[src/rtl/wdog_pkg.sv]
package wdog_pkg;
  typedef enum logic {
    SEL_RELOAD = 1'b0,
    SEL_KEY    = 1'b1
  } wsel_e;

  localparam logic [7:0] KEY_OFF_DEF = 8'h55;
endpackage

[src/rtl/wdog_regs.sv]
module wdog_regs
  import wdog_pkg::*;
#(
  parameter int unsigned DATA_W = 8,
  parameter int unsigned PRE_W  = 7,
  parameter logic [DATA_W-1:0] KEY_OFF = DATA_W'(KEY_OFF_DEF)
) (
  input  logic              clk_i,
  input  logic              rst_ni,
  input  logic              sel_i,
  input  logic              wr_i,
  input  logic [DATA_W-1:0] wdata_i,
  output logic              load_o,
  output logic [PRE_W-1:0]  load_val_o,
  output logic              en_o
);
  localparam int unsigned RELOAD_MAX = (2 ** PRE_W) - 2;

  logic [DATA_W-1:0] key_q;
  logic              key_wr;

  assign key_wr     = wr_i && (wsel_e'(sel_i) == SEL_KEY);
  assign load_o     = wr_i && (wsel_e'(sel_i) == SEL_RELOAD)
                      && (wdata_i <= DATA_W'(RELOAD_MAX));
  assign load_val_o = wdata_i[PRE_W-1:0];
  assign en_o       = (key_q != KEY_OFF);

  always_ff @(posedge clk_i or negedge rst_ni) begin
    if (!rst_ni)     key_q <= '0;
    else if (key_wr) key_q <= wdata_i;
  end

  AST_KEY_WRITE: assert property (@(posedge clk_i) disable iff (!rst_ni)
    (wr_i && sel_i) |=> (en_o == ($past(wdata_i) != KEY_OFF)));
  AST_RELOAD_RANGE: assert property (@(posedge clk_i) disable iff (!rst_ni)
    load_o |-> (wdata_i < DATA_W'(RELOAD_MAX + 1)));
endmodule

[src/rtl/wdog_counter.sv]
module wdog_counter #(
  parameter int unsigned CNT_W = 22,
  parameter int unsigned PRE_W = 7
) (
  input  logic             clk_i,
  input  logic             rst_ni,
  input  logic             tick_i,
  input  logic             en_i,
  input  logic             load_i,
  input  logic [PRE_W-1:0] load_val_i,
  output logic             ovf_o
);
  localparam int unsigned LOW_W = CNT_W - PRE_W;

  logic [CNT_W-1:0] cnt_q;
  logic             step;

  assign step  = en_i && tick_i && !load_i;
  assign ovf_o = step && (&cnt_q);

  always_ff @(posedge clk_i or negedge rst_ni) begin
    if (!rst_ni)      cnt_q <= '0;
    else if (load_i)  cnt_q <= {load_val_i, {LOW_W{1'b0}}};  // reload wins over tick
    else if (step)    cnt_q <= cnt_q + 1'b1;                 // wraps to zero on overflow
  end

  AST_HOLD_OFF: assert property (@(posedge clk_i) disable iff (!rst_ni)
    (!en_i && !load_i) |=> $stable(cnt_q));
  AST_ADVANCE: assert property (@(posedge clk_i) disable iff (!rst_ni)
    (en_i && tick_i && !load_i && !(&cnt_q)) |=> (cnt_q == $past(cnt_q) + 1'b1));
  AST_WRAP_ZERO: assert property (@(posedge clk_i) disable iff (!rst_ni)
    ovf_o |=> (cnt_q == '0));
  AST_LOAD_TOP: assert property (@(posedge clk_i) disable iff (!rst_ni)
    load_i |=> ((cnt_q[CNT_W-1 -: PRE_W] == $past(load_val_i)) && (cnt_q[LOW_W-1:0] == '0)));
endmodule

[src/rtl/wdog_stretch.sv]
module wdog_stretch #(
  parameter int unsigned LEN = 4
) (
  input  logic clk_i,
  input  logic rst_ni,
  input  logic trig_i,
  output logic req_o
);
  localparam int unsigned PC_W = $clog2(LEN + 1);

  logic [PC_W-1:0] pc_q;

  always_ff @(posedge clk_i or negedge rst_ni) begin
    if (!rst_ni)         pc_q <= '0;
    else if (trig_i)     pc_q <= PC_W'(LEN);
    else if (pc_q != '0) pc_q <= pc_q - 1'b1;
  end

  assign req_o = (pc_q != '0);

  AST_TRIG_REQ: assert property (@(posedge clk_i) disable iff (!rst_ni)
    trig_i |=> req_o);
  AST_PULSE_HOLD: assert property (@(posedge clk_i) disable iff (!rst_ni)
    (req_o && (pc_q > PC_W'(1))) |=> req_o);
endmodule

[src/rtl/wdog_top.sv]
module wdog_top
  import wdog_pkg::*;
#(
  parameter int unsigned CNT_W     = 22,
  parameter int unsigned PRE_W     = 7,
  parameter int unsigned DATA_W    = 8,
  parameter int unsigned PULSE_LEN = 4,
  parameter logic [DATA_W-1:0] KEY_OFF = DATA_W'(KEY_OFF_DEF)
) (
  input  logic              clk_i,
  input  logic              rst_ni,
  input  logic              sel_i,
  input  logic              wr_i,
  input  logic [DATA_W-1:0] wdata_i,
  input  logic              tick_i,
  input  logic              idle_i,
  output logic              rst_req_o
);
  logic             load;
  logic [PRE_W-1:0] load_val;
  logic             en;
  logic             ovf;
  logic             unused_idle;

  assign unused_idle = idle_i;  // counting continues in idle

  wdog_regs #(.DATA_W(DATA_W), .PRE_W(PRE_W), .KEY_OFF(KEY_OFF)) u_regs (
    .clk_i, .rst_ni, .sel_i, .wr_i, .wdata_i,
    .load_o(load), .load_val_o(load_val), .en_o(en)
  );

  wdog_counter #(.CNT_W(CNT_W), .PRE_W(PRE_W)) u_cnt (
    .clk_i, .rst_ni, .tick_i, .en_i(en), .load_i(load),
    .load_val_i(load_val), .ovf_o(ovf)
  );

  wdog_stretch #(.LEN(PULSE_LEN)) u_pulse (
    .clk_i, .rst_ni, .trig_i(ovf), .req_o(rst_req_o)
  );

  AST_NO_REQ_OFF: assert property (@(posedge clk_i) disable iff (!rst_ni)
    (!en && !rst_req_o) |=> !rst_req_o);
endmodule

[config.mk]
export PLATFORM = sky130hd
export DESIGN_NAME = wdog_top
export DESIGN_NICKNAME = d
export VERILOG_FILES = /design/src/rtl/wdog_pkg.sv /design/src/rtl/wdog_regs.sv /design/src/rtl/wdog_counter.sv /design/src/rtl/wdog_stretch.sv /design/src/rtl/wdog_top.sv
export SDC_FILE = /design/constraint.sdc
export NUM_CORES = 1
export LEC_CHECK = 0
export ABC_AREA = 1
export BUFFER_PORTS_ARGS = -buffer_cell sky130_fd_sc_hd__buf_2
export CORE_AREA = 10 10 81 83
export CTS_CLUSTER_DIAMETER = 50
export DETAILED_ROUTE_END_ITERATION = 16
export DIE_AREA = 0 0 91 93
export HOLD_SLACK_MARGIN = 0.02
export MAX_ROUTING_LAYER = met4
export PLACE_DENSITY = 0.57
export SYNTH_ARGS = -nofsm -noshare
export SYNTH_HDL_FRONTEND = slang
export SYNTH_SLANG_ARGS = --single-unit
[constraint.sdc]
create_clock -name clk_i -period 1.8 [get_ports clk_i]
set_input_delay 0.18 -clock clk_i [delete_from_list [all_inputs] [get_ports clk_i]]
set_output_delay 0.18 -clock clk_i [all_outputs]
set_load 0.01 [all_outputs]
==> results.env <==
CTS_TREE='yes'
CTS-ROOT-TO-SINK-BUFFERS=2
CTS-ROOT-BUF='clkbuf_8'
CP.ARRIVAL_NS=1.66
MOSTFREQUENTLAYOUTCELL='nand2_1'
DIE-AREA_MM2=0.008463
WORSTMARGINPINSLEW_NS=0.7775
FIN_SKEW_NS=0.005158
ANT_NETS=0
FLOORPLAN.INITIALDENSITY=0.4293
SYNTHADDERAREAFRAC=0.01745
SEQPWRFRAC=0.515
FINALWIRELENGTH_UM=4680
TOTAL_SWITCHING_POWER_mW=0.5378
TIMING.FINAL.SETUP_VIOLATIONS=0
SYNTH_SIMPLE_GATE_AREA_SHARE=0.4055
ACHIEVABLE-FREQUENCY_MHz=673.0
ANTENNADIODECOUNT=0
R2R_SETUP_SLACK_NS=0.31
RESULT_OF_THE_RUN='complete, no violations'
INTPOWER_mW=1.255
SYNTH_TOP_FAMILY_BY_AREA='simple AND/OR/NAND/NOR gates'
TOTALPOWERFINAL_mW=1.793
NUMCLOCKSINKS=33
WL_MET1_UM=2375
CLK_LATENCY_NS=0.28
POWER_FRAC_CLOCK=0.318
GP_CONGESTION=0.8323
LAYOUT.CELLS.MOST_COMMON_LIST='nand2_1, nor2_1, inv_1'
MIN_PERIOD_OVER_PERIOD=0.8255
CRIT_REQUIRED_NS=1.97
WL_MET3_UM=140
NETLIST-CELL-TYPE-COUNT=28
SYNTHESIS.INSTANCES=312
PATH_CLK_SLEW_NS=0.07
SYNTH.AREA.TOP_CELLS='dfrtp_1, nand2_1, nor2_1, inv_1, nand3_1'
DIE_H_UM=93
HOLD_VIOLATIONS=0
SYNTH.AVG_CELL_AREA_UM2=6.894
ROUTE.VIAS.TOTAL=1840
NETLIST_AREA_MM2=0.002151
WORST_HOLD_PATH_TYPE='in2reg'
GRT_START_MAX_NET_PINS=34
HTREE_LEVELS=2
NUM_IO_PINS=15
SYNTH_SEQ_CELLS=33
GLOBALROUTETOTALUTIL=0.1226
FLOW.AREA_GROWTH_FROM_SYNTHESIS_PCT=10.12
TOP_SIGNAL_LAYER_USED='met4'
CRITICALPATHCATEGORY='reg2reg'
SETUP_TNS_NS=0
POST_SYNTH_MUX_AREA_SHARE=0.02560
SYNTHARSTFLOPSHARE=1.000
DIE_W_UM=91
MIN_PERIOD_NS=1.486
CORE_MM2=0.005010
RSZ0062_AT_GRT='false'
NUMBER_OF_DETAILED_ROUTE_ITERATIONS_IN_THE_FIRST_PASS=4
LAYOUT.NETS=347
SETUP.WORST_PATH.START_CLASS='flip-flop'
NETLIST.AREA_LEADER.SHARE=0.3839
GRT_FIRST_PASS_WIRELENGTH_UM=8459
IR_DROP_V=0.0002954
DR.FIRST_ITER.DRC_COUNT=126
PORT_BUFS=13
ROUTEDWLPERCELL_UM=11.70
FLOORPLAN.ROWS=26
CELLPOWERDENSITY_mW_PER_MM2=756.9
SHARE_COMB_OF_TOTAL_POWER=0.167
POST_ROUTE_CELLS_DRIVE_ABOVE_1_SHARE=0.1394
PATH_MAX_FANOUT=6
AREA_SHARE_OF_XOR_XNOR_CELLS_IN_THE_SYNTHESIZED_DESIGN=0.02036
VIAS_PER_CELL=4.600
NUMCTSBUFFERS=5
CTS_RESIZED=0
MAXCAPVIOLATIONS=0
GRT-OVFL-TOTAL=0
WORST_SETUP_SLACK_POST_DPL_NS=0.3149
GRT_ANTENNA_BEFORE_REPAIR=0
DRT_DRC_VIOLATIONS_LEFT=0
SYNTH.LARGEST_AREA_CELL='dfrtp_1'
SYNTH.NET_COUNT=329
MET2ROUTEDLENGTH_UM=2109
CRITICAL_PATH.ENDPOINT_TYPE='flip-flop'
MAX-SLEW-MARGIN-REL=0.4817
POST-DP-HPWL_UM=3526
VIA_COUNT_OF_THE_FIRST_GLOBAL_ROUTING_PASS=1795
SYNTH_AREA_IN_COMPOUND_GATES=0.05526
SLEW_VIOL_FINAL=0
POST-ROUTE-WORST-SETUP-SLACK_NS=0.3141
SYNTH.YOSYS.SEQ_AREA_SHARE=0.3839
POWER.STATIC_LEAKAGE_nW=1.134
POWER_SWITCHING_SHARE=0.3000
FINAL.HOLD.WORST_SLACK_NS=0.1598
YOSYSWARNINGCOUNT=0
SYNTH-EDFF-COUNT=0
DOMINANTREGCELLSYNTH='dfrtp_1'
-- worst paths after layout --
check | from | endpoint | cells past startpoint
setup / recovery | u_cnt.cnt_q[0] | u_pulse.pc_q[1] | 8
hold / removal | wdata_i[0] | u_cnt.cnt_q[15] | 3
setup reg to reg | u_cnt.cnt_q[0] | u_pulse.pc_q[1] | 8
hold reg to reg | u_regs.key_q[5] | u_regs.key_q[5] | 2
max in group asynchronous | rst_ni | u_regs.key_q[4] | 2
min in group asynchronous | rst_ni | u_cnt.cnt_q[2] | 2
-- routing by layer --
metal | vias up | global-route usage
met5 | - | -
met4 | 0 | 0.04308
met3 | 4 | 0.02478
met2 | 27 | 0.1856
met1 | 810 | 0.1595
li1 | 999 | -
-- cells in the mapped netlist, types with 3 or more instances --
cell / count
nand2_1: 114
nor2_1: 37
inv_1: 35
dfrtp_1: 33
nand3_1: 25
o21ai_0: 9
nand4_1: 6
nor2_2: 6
a21oi_1: 5
nand2_2: 5
xor2_1: 5
mux2_2: 4
o21bai_1: 4
buf_6: 3
ha_1: 3
-- power by group through the flow --
stage	registers [mW]	clock network, mW	logic [mW]
after floorplan	0.911	0	0.233
after global placement	0.935	0	0.298
after detailed placement	0.935	0	0.305
after CTS	0.922	0.598	0.307
after global routing	0.939	0.620	0.352
final	0.922	0.571	0.300
-- per-stage QoR --
stage / area, um2 / std cells / util
2_1_floorplan: 2151 / 312 / -
3_3_place_gp: 2272 / 392 / 0.4535
3_5_place_dp: 2272 / 392 / 0.4535
4_1_cts: 2369 / 400 / 0.4728
5_1_grt: 2369 / 400 / 0.4728
6_report: 2369 / 400 / 0.4728
-- cells by family after synthesis --
| kind of cell | after synthesis |
|---|---|
| AOI/OAI and AO/OA | 21 |
| xor gates and xnor gates | 5 |
| adders and majority gates | 3 |
| buffers and inverters | 44 |
| DFF | 33 |
| muxes | 5 |
| and+or+nand+nor | 201 |
-- registers in the layout, summed over array words and instances (netlist names) --
signal        cells
u_pulse.pc_q      3
u_regs.key_q      8
u_cnt.cnt_q      22
-- area by class of cell --
type,instances,area [um2]
Tap cell,70,87.58
Fill cell,551,2641
Multi-Input combinational cell,235,1127
Clock buffer,7,86.33
Sequential cell,33,825.8
Timing Repair Buffer,17,97.59
Inverter,38,143.9
-- timing repair --
| item | 4_1_cts | 5_1_grt |
|---|---|---|
| hold buffers | 1 | 0 |
| setup buffers | 0 | 0 |
| setup endpoints to repair | 0 | 0 |
| endpoints found under the hold margin | 33 | 0 |
-- worst max-delay path, stage by stage, from the launching register on --
cell,delay [ns]
dfrtp_1,0.37
ha_1,0.19
inv_2,0.06
nor2_4,0.17
nand2_1,0.11
inv_1,0.10
nand4_1,0.13
nor2_1,0.18
nor2_1,0.05
Power figures use the tool's default switching activity.
